===== src/rtl/ecc_err_pkg.sv =====
package ecc_err_pkg;

  localparam int unsigned OFS_CTRL  = 32'h00;
  localparam int unsigned OFS_WIDTH = 32'h30;
  localparam int unsigned OFS_STAT  = 32'h38;
  localparam int unsigned OFS_INT   = 32'h3C;
  localparam int unsigned OFS_CSBE  = 32'h40;
  localparam int unsigned OFS_CDBE  = 32'h44;
  localparam int unsigned OFS_EADDR = 32'h48;

  localparam int unsigned CTL_ECC   = 10;
  localparam int unsigned CTL_CORR  = 11;
  localparam int unsigned CTL_INJ1  = 13;
  localparam int unsigned CTL_INJ2  = 14;

  localparam int unsigned STS_SBE   = 2;
  localparam int unsigned STS_DBE   = 3;
  localparam int unsigned STS_DROP  = 4;

  localparam int unsigned INT_EN    = 0;
  localparam int unsigned INT_MSBE  = 1;
  localparam int unsigned INT_MDBE  = 2;
  localparam int unsigned INT_MDROP = 3;
  localparam int unsigned INT_CLR   = 4;

  typedef struct packed {
    logic drop;
    logic dbe;
    logic sbe;
  } ecc_evt_t;

  // Interrupt level from enable, pending flags and masks.
  function automatic logic irq_eval(logic en, ecc_evt_t pend, ecc_evt_t mask);
    return en & (|(pend & ~mask));
  endfunction

  // Address capture rule: a double-bit event always wins; other events
  // only when no double-bit error remains pending after this cycle's clear.
  function automatic logic addr_take(ecc_evt_t ev, logic dbe_held);
    return ev.dbe | ((ev.sbe | ev.drop) & ~dbe_held);
  endfunction

endpackage


===== src/rtl/ecc_sat_cnt.sv =====
module ecc_sat_cnt #(
  parameter int unsigned W = 4
) (
  input  logic         clk,
  input  logic         rst_n,
  input  logic         clr,
  input  logic         inc,
  output logic [W-1:0] cnt
);
  localparam logic [W-1:0] TOP = {W{1'b1}};
  localparam logic [W-1:0] ONE = {{(W-1){1'b0}}, 1'b1};

  logic [W-1:0] cnt_q, cnt_d;

  always_comb begin
    if (inc)      cnt_d = clr ? ONE : ((cnt_q == TOP) ? cnt_q : cnt_q + ONE);
    else if (clr) cnt_d = '0;
    else          cnt_d = cnt_q;
  end

  always_ff @(posedge clk or negedge rst_n) begin
    if (!rst_n) cnt_q <= '0;
    else        cnt_q <= cnt_d;
  end

  assign cnt = cnt_q;
endmodule


===== src/rtl/ecc_evt_track.sv =====
module ecc_evt_track
  import ecc_err_pkg::*;
#(
  parameter int unsigned ADDR_W = 32,
  parameter int unsigned CNT_W  = 4
) (
  input  logic              clk,
  input  logic              rst_n,
  input  logic              clr,
  input  ecc_evt_t          ev,
  input  logic [ADDR_W-1:0] ev_addr,
  output ecc_evt_t          pend,
  output logic [CNT_W-1:0]  cnt_sbe,
  output logic [CNT_W-1:0]  cnt_dbe,
  output logic [ADDR_W-1:0] err_addr
);
  localparam int unsigned NSRC = $bits(ecc_evt_t);
  localparam int unsigned NCNT = 2;

  logic [NSRC-1:0]   pend_q;
  logic [NSRC-1:0]   ev_v;
  logic [ADDR_W-1:0] addr_q;
  logic              dbe_held;
  logic              take;
  logic [CNT_W-1:0]  cnts [NCNT];
  logic [NCNT-1:0]   cnt_inc;

  assign ev_v     = ev;
  assign dbe_held = pend_q[1] & ~clr;
  assign take     = addr_take(ev, dbe_held);
  assign cnt_inc  = {ev.dbe, ev.sbe};

  for (genvar i = 0; i < NSRC; i++) begin : g_flag
    always_ff @(posedge clk or negedge rst_n) begin
      if (!rst_n)        pend_q[i] <= 1'b0;
      else if (ev_v[i])  pend_q[i] <= 1'b1;
      else if (clr)      pend_q[i] <= 1'b0;
    end
  end

  for (genvar k = 0; k < NCNT; k++) begin : g_cnt
    ecc_sat_cnt #(.W(CNT_W)) u_cnt (
      .clk  (clk),
      .rst_n(rst_n),
      .clr  (clr),
      .inc  (cnt_inc[k]),
      .cnt  (cnts[k])
    );
  end

  always_ff @(posedge clk or negedge rst_n) begin
    if (!rst_n)    addr_q <= '0;
    else if (take) addr_q <= ev_addr;
  end

  assign pend     = pend_q;
  assign cnt_sbe  = cnts[0];
  assign cnt_dbe  = cnts[1];
  assign err_addr = addr_q;
endmodule


===== src/rtl/ecc_inj_path.sv =====
module ecc_inj_path #(
  parameter int unsigned CW = 40
) (
  input  logic          inj_one,
  input  logic          inj_two,
  input  logic [CW-1:0] code_in,
  output logic [CW-1:0] code_out
);
  function automatic logic [CW-1:0] flip_mask(logic one, logic two);
    logic [CW-1:0] m;
    m = '0;
    if (two)      m[1:0] = 2'b11;
    else if (one) m[0]   = 1'b1;
    return m;
  endfunction

  assign code_out = code_in ^ flip_mask(inj_one, inj_two);
endmodule


===== src/rtl/ecc_err_unit.sv =====
module ecc_err_unit
  import ecc_err_pkg::*;
#(
  parameter int unsigned DATA_W = 32,
  parameter int unsigned ECC_W  = 8,
  parameter int unsigned ADDR_W = 32,
  parameter int unsigned CNT_W  = 4,
  parameter int unsigned REG_AW = 8
) (
  input  logic                      clk,
  input  logic                      rst_n,
  input  logic                      reg_we,
  input  logic [REG_AW-1:0]         reg_addr,
  input  logic [31:0]               reg_wdata,
  output logic [31:0]               reg_rdata,
  input  logic                      ev_sbe,
  input  logic                      ev_dbe,
  input  logic                      ev_drop,
  input  logic [ADDR_W-1:0]         ev_addr,
  input  logic [DATA_W+ECC_W-1:0]   wr_code_in,
  output logic [DATA_W+ECC_W-1:0]   wr_code_out,
  output logic                      ecc_en,
  output logic                      corr_en,
  output logic                      irq
);
  localparam int unsigned CW = DATA_W + ECC_W;

  logic     ctl_ecc_q, ctl_corr_q, ctl_inj1_q, ctl_inj2_q;
  logic     int_en_q;
  ecc_evt_t mask_q;

  logic     wr_ctrl, wr_int, clr_cmd, ev_any;
  ecc_evt_t ev, pend;
  logic [CNT_W-1:0]  cnt_sbe, cnt_dbe;
  logic [ADDR_W-1:0] err_addr;

  assign ev      = '{drop: ev_drop, dbe: ev_dbe, sbe: ev_sbe};
  assign ev_any  = ev_sbe | ev_dbe | ev_drop;
  assign wr_ctrl = reg_we && (reg_addr == REG_AW'(OFS_CTRL));
  assign wr_int  = reg_we && (reg_addr == REG_AW'(OFS_INT));
  assign clr_cmd = wr_int && reg_wdata[INT_CLR];

  always_ff @(posedge clk or negedge rst_n) begin
    if (!rst_n) begin
      ctl_ecc_q  <= 1'b0;
      ctl_corr_q <= 1'b0;
      ctl_inj1_q <= 1'b0;
      ctl_inj2_q <= 1'b0;
    end else if (wr_ctrl) begin
      ctl_ecc_q  <= reg_wdata[CTL_ECC];
      ctl_corr_q <= reg_wdata[CTL_CORR];
      ctl_inj1_q <= reg_wdata[CTL_INJ1];
      ctl_inj2_q <= reg_wdata[CTL_INJ2];
    end
  end

  always_ff @(posedge clk or negedge rst_n) begin
    if (!rst_n) begin
      int_en_q <= 1'b0;
      mask_q   <= '0;
    end else if (wr_int) begin
      int_en_q <= reg_wdata[INT_EN];
      mask_q   <= '{drop: reg_wdata[INT_MDROP], dbe: reg_wdata[INT_MDBE],
                    sbe: reg_wdata[INT_MSBE]};
    end
  end

  ecc_evt_track #(.ADDR_W(ADDR_W), .CNT_W(CNT_W)) u_track (
    .clk     (clk),
    .rst_n   (rst_n),
    .clr     (clr_cmd),
    .ev      (ev),
    .ev_addr (ev_addr),
    .pend    (pend),
    .cnt_sbe (cnt_sbe),
    .cnt_dbe (cnt_dbe),
    .err_addr(err_addr)
  );

  ecc_inj_path #(.CW(CW)) u_inj (
    .inj_one (ctl_inj1_q),
    .inj_two (ctl_inj2_q),
    .code_in (wr_code_in),
    .code_out(wr_code_out)
  );

  always_comb begin
    reg_rdata = '0;
    case (reg_addr)
      REG_AW'(OFS_CTRL): begin
        reg_rdata[CTL_ECC]  = ctl_ecc_q;
        reg_rdata[CTL_CORR] = ctl_corr_q;
        reg_rdata[CTL_INJ1] = ctl_inj1_q;
        reg_rdata[CTL_INJ2] = ctl_inj2_q;
      end
      REG_AW'(OFS_WIDTH): reg_rdata = 32'(CW);
      REG_AW'(OFS_STAT): begin
        reg_rdata[STS_SBE]  = pend.sbe;
        reg_rdata[STS_DBE]  = pend.dbe;
        reg_rdata[STS_DROP] = pend.drop;
      end
      REG_AW'(OFS_INT): begin
        reg_rdata[INT_EN]    = int_en_q;
        reg_rdata[INT_MSBE]  = mask_q.sbe;
        reg_rdata[INT_MDBE]  = mask_q.dbe;
        reg_rdata[INT_MDROP] = mask_q.drop;
      end
      REG_AW'(OFS_CSBE):  reg_rdata[CNT_W-1:0]  = cnt_sbe;
      REG_AW'(OFS_CDBE):  reg_rdata[CNT_W-1:0]  = cnt_dbe;
      REG_AW'(OFS_EADDR): reg_rdata[ADDR_W-1:0] = err_addr;
      default: reg_rdata = '0;
    endcase
  end

  assign irq     = irq_eval(int_en_q, pend, mask_q);
  assign ecc_en  = ctl_ecc_q;
  assign corr_en = ctl_corr_q;
endmodule


===== config.mk =====
export PLATFORM = sky130hd
export DESIGN_NAME = ecc_err_unit
export DESIGN_NICKNAME = d
export VERILOG_FILES = /design/src/rtl/ecc_err_pkg.sv /design/src/rtl/ecc_sat_cnt.sv /design/src/rtl/ecc_evt_track.sv /design/src/rtl/ecc_inj_path.sv /design/src/rtl/ecc_err_unit.sv
export SDC_FILE = /design/constraint.sdc
export NUM_CORES = 1
export LEC_CHECK = 0
export ABC_AREA = 1
export BUFFER_PORTS_ARGS = -buffer_cell sky130_fd_sc_hd__buf_4
export CAP_MARGIN = 20
export CORE_MARGIN = 2
export CORE_UTILIZATION = 40
export DETAILED_ROUTE_END_ITERATION = 6
export PLACE_DENSITY = 0.74
export SETUP_SLACK_MARGIN = 0.2
export SYNTH_ARGS = -nofsm -noshare
export SYNTH_HDL_FRONTEND = slang
export SYNTH_HIERARCHICAL = 1
export SYNTH_SLANG_ARGS = --single-unit

===== constraint.sdc =====
create_clock -name clk -period 2.65 [get_ports clk]
set_input_delay 0.53 -clock clk [delete_from_list [all_inputs] [get_ports clk]]
set_output_delay 0.53 -clock clk [all_outputs]
set_load 0.02 [all_outputs]

==> metrics.cfg <==
[finish]
layout-area-overhead-vs-synth_pct = 17.9
num-nets-final = 596
antenna_cells = 0
drive_above_1_share = 0.338

[cts]
cts-root-to-sink-buffers = 2
ctsRootBufferMaster = sky130_fd_sc_hd__clkbuf_8
clock_sinks = 51
tritoncts.num_buffers = 5
path_clk_slew_ns = 0.10
cts_tree = built
cts.hold.buffers_added = 0
cts.htree.levels = 2
setup_buffers_after_cts = 0
worst_skew_pair.late_latency_ns = 0.31
cts_repair_resize_count = 0

[synth]
synth_top_flop_cell = sky130_fd_sc_hd__dfrtp_1
seq_area_frac_synth = 0.388
portion_of_netlist_area_occupied_by_mux_cells = 0
synth_most_common_cell = sky130_fd_sc_hd__nand3_1
yosys.area.top_type = sky130_fd_sc_hd__dfrtp_1
yosysWarningCount = 6
yosys.area_share.simple = 0.397
synth_top_area_frac = 0.388
synth_enable_flop_cells = 0
synth_common_cells = sky130_fd_sc_hd__nand3_1 (97), sky130_fd_sc_hd__nand2_1 (90), sky130_fd_sc_hd__dfrtp_1 (51)
compound_cell_area_share_of_the_yosys_netlist = 0.0240
async_set_reset_flop_share_out_of_synthesis = 1.00
syn-mean-instance-area_sq_um = 7.73
postSynthNetCount = 545
post_synth_fa_ha_maj_area_fraction = 0.00762
number_of_distinct_library_cell_variants_in_the_gate_level_netlist_after_synthesis = 24
ys_seq_elements = 51
yosys.area_share.xor_xnor = 0.00267
syn-instance-count = 425
syn_area_sq_um = 3290
synth.area.top_cells = sky130_fd_sc_hd__dfrtp_1 (39%), sky130_fd_sc_hd__nand3_1 (15%), sky130_fd_sc_hd__nand2_1 (10%)
synth_top_family_by_area = simple AND/OR/NAND/NOR gates

[global_routing]
grt_use_met3 = 0.0423
grt_pass1_wl_mm = 12.6
first_global_vias = 2792
met1_usage = 0.203
grt-ovfl-total = 0
grt_antenna_before_repair = 0
grt_start_max_net_pins = 52
gr_layer_usage_met2 = 0.330
grtUsageTotal = 0.177
busiest_metal_layer_after_global_routing = met2

[worst_setup_path]
critical_path.cell_chain = buf_4 > inv_1 > nand2_2 > nor2_8 > nand2_4 > nor2_1 > buf_4
critical_path_peak_fanout = 22
regToRegEndpoint = u_track/err_addr[7]$_DFFE_PN0P_
crit_path_top_delay_cell = sky130_fd_sc_hd__nand2_4
worst_path_max_stage_delay_ns = 0.26
worst-r2r-setup-slack_ns = 1.39
critical_path_required_ns = 2.12
critPathArrivalTime_ns = 1.69
critPathLaunch = reg_addr[5]
worstSetupStartpointType = primary input
reg_to_reg_startpoint = u_track/pend[1]$_DFFE_PN0P_
r2r_cells = 4
end_kind = output port
crit_type = in -> out
crit_buf_inv = 3
cp_common_cell = sky130_fd_sc_hd__buf_4
critical_path.top_delay_family = simple AND/OR/NAND/NOR gates

[sta]
worst-slew-pin-transition_ns = 0.656
period_minus_slack_ns = 2.22
final_min_period_over_clock_period = 0.836
rsz0062_at_grt = no
fmax_mhz = 451
setup_viol_count_final = 0
drv_slew = 0
timing.setup.tns_ns = 0
skew_ns = 0.0108
hold_viol = 0
maxSlewHeadroom = 0.562

[detailed_routing]
drt_iter0_drc = 108
wl_per_cell_um = 13.0
finalWirelength_mm = 7.59
vias = 2774
drtPass1Iterations = 4
route.antenna.remaining_nets = 0
route.detailed.drc = 0
route.detailed.vias_per_inst = 4.77

[flow_run]
maxCapViolCount = 0

[floorplanning]
floorplan.core_area_sq_um = 8090
die_area_sq_um = 8950
floorplan.die.height_um = 94.6
rows = 33
die_width_um = 94.6
io_pins = 193
initial_utilization = 0.406

[placed_design]
gp_congestion = 0.815
portbufs = 93
place_hpwl_mm = 5.68

[power_and_ir_drop]
leakage_uw = 0.00216
ir_drop_mv = 0.280
pwr_density_cell_nw_per_um2 = 503
design_power_total_uw = 1950

[status]
outcome = finished, final reports clean

[min_path]
min-delay-path-class = in -> async

## worst max path at each step
stage,to,cells past startpoint
final,reg_rdata[8],7
after global routing,reg_rdata[8],7
after CTS,reg_rdata[8],7
after detailed placement,reg_rdata[8],7
after global placement,reg_rdata[12],7
after floorplan,reg_rdata[4],5
## stage by stage
stage | instances | hold WS, ns | util | setup slack, ns | instance area [sq um]
6_report | 582 | 0.249 | 0.479 | 0.435 | 3870
5_1_grt | 582 | 0.288 | 0.479 | 0.299 | 3870
4_1_cts | 582 | 0.275 | 0.479 | 0.414 | 3870
3_5_place_dp | 574 | 0.464 | 0.464 | 0.414 | 3760
3_3_place_gp | 574 | 0.464 | 0.464 | 0.414 | 3760
2_1_floorplan | 425 | 0.234 | - | 0.709 | 3290
## where the power goes
group	internal, uW	switching (uW)
registers	883	110
clock network	306	258
logic	176	217
total	1370	585
## routing by layer
metal | routed length, um | vias up
li1 | - | 1415
met1 | 3130 | 1265
met2 | 3940 | 88
met3 | 482 | 6
met4 | 38 | 0
met5 | 0 | -
## cell type report
class / instances / area, sq um
fillers: 832 / 4220
multi-input cells: 271 / 1420
flip-flops and latches: 51 / 1280
repair buffers: 98 / 748
inverters: 49 / 184
well taps: 105 / 131
clock buffers: 6 / 82.6
clock inverters: 2 / 35.0
## worst register-to-register path: stages, from the launching register on
cell	delay [ns]
sky130_fd_sc_hd__dfrtp_1	0.45
sky130_fd_sc_hd__nand3_2	0.31
sky130_fd_sc_hd__buf_12	0.27
sky130_fd_sc_hd__nand3_1	0.08
sky130_fd_sc_hd__nand2_1	0.06
## layout by cell type, fill, tap and decap left out, types with 4 or more instances in the layout
master | Yosys | routed
sky130_fd_sc_hd__nand3_1 | 97 | 97
sky130_fd_sc_hd__nand2_2 | 8 | 8
sky130_fd_sc_hd__nor2_1 | 20 | 20
sky130_fd_sc_hd__nand2_1 | 90 | 90
sky130_fd_sc_hd__nand2_4 | 4 | 4
sky130_fd_sc_hd__buf_4 | 43 | 97
sky130_fd_sc_hd__inv_2 | 10 | 10
sky130_fd_sc_hd__inv_1 | 39 | 39
sky130_fd_sc_hd__nor2_2 | 21 | 21
sky130_fd_sc_hd__clkbuf_8 | 0 | 6
sky130_fd_sc_hd__nand4_1 | 6 | 6
sky130_fd_sc_hd__dfrtp_1 | 51 | 51
## registers in the layout, summed over array words and instances, names as in the netlist
| signal | cells |
|---|---|
| corr_en | 1 |
| ctl_inj1_q | 1 |
| ctl_inj2_q | 1 |
| ecc_en | 1 |
| int_en_q | 1 |
| mask_q | 3 |
| u_track/err_addr | 32 |
| u_track/g_cnt.u_cnt/cnt | 8 |
| u_track/pend | 3 |
## kinds of logic (layout without fill, tap and decap cells)
group,after synthesis,after routing
AOI/OAI and AO/OA,12,12
xor gates and xnor gates,1,1
adders and majority gates,2,2
buffers and inverters,103,155
DFF,51,51
and+or+nand+nor,256,256
(Power assumes the default switching activity.)
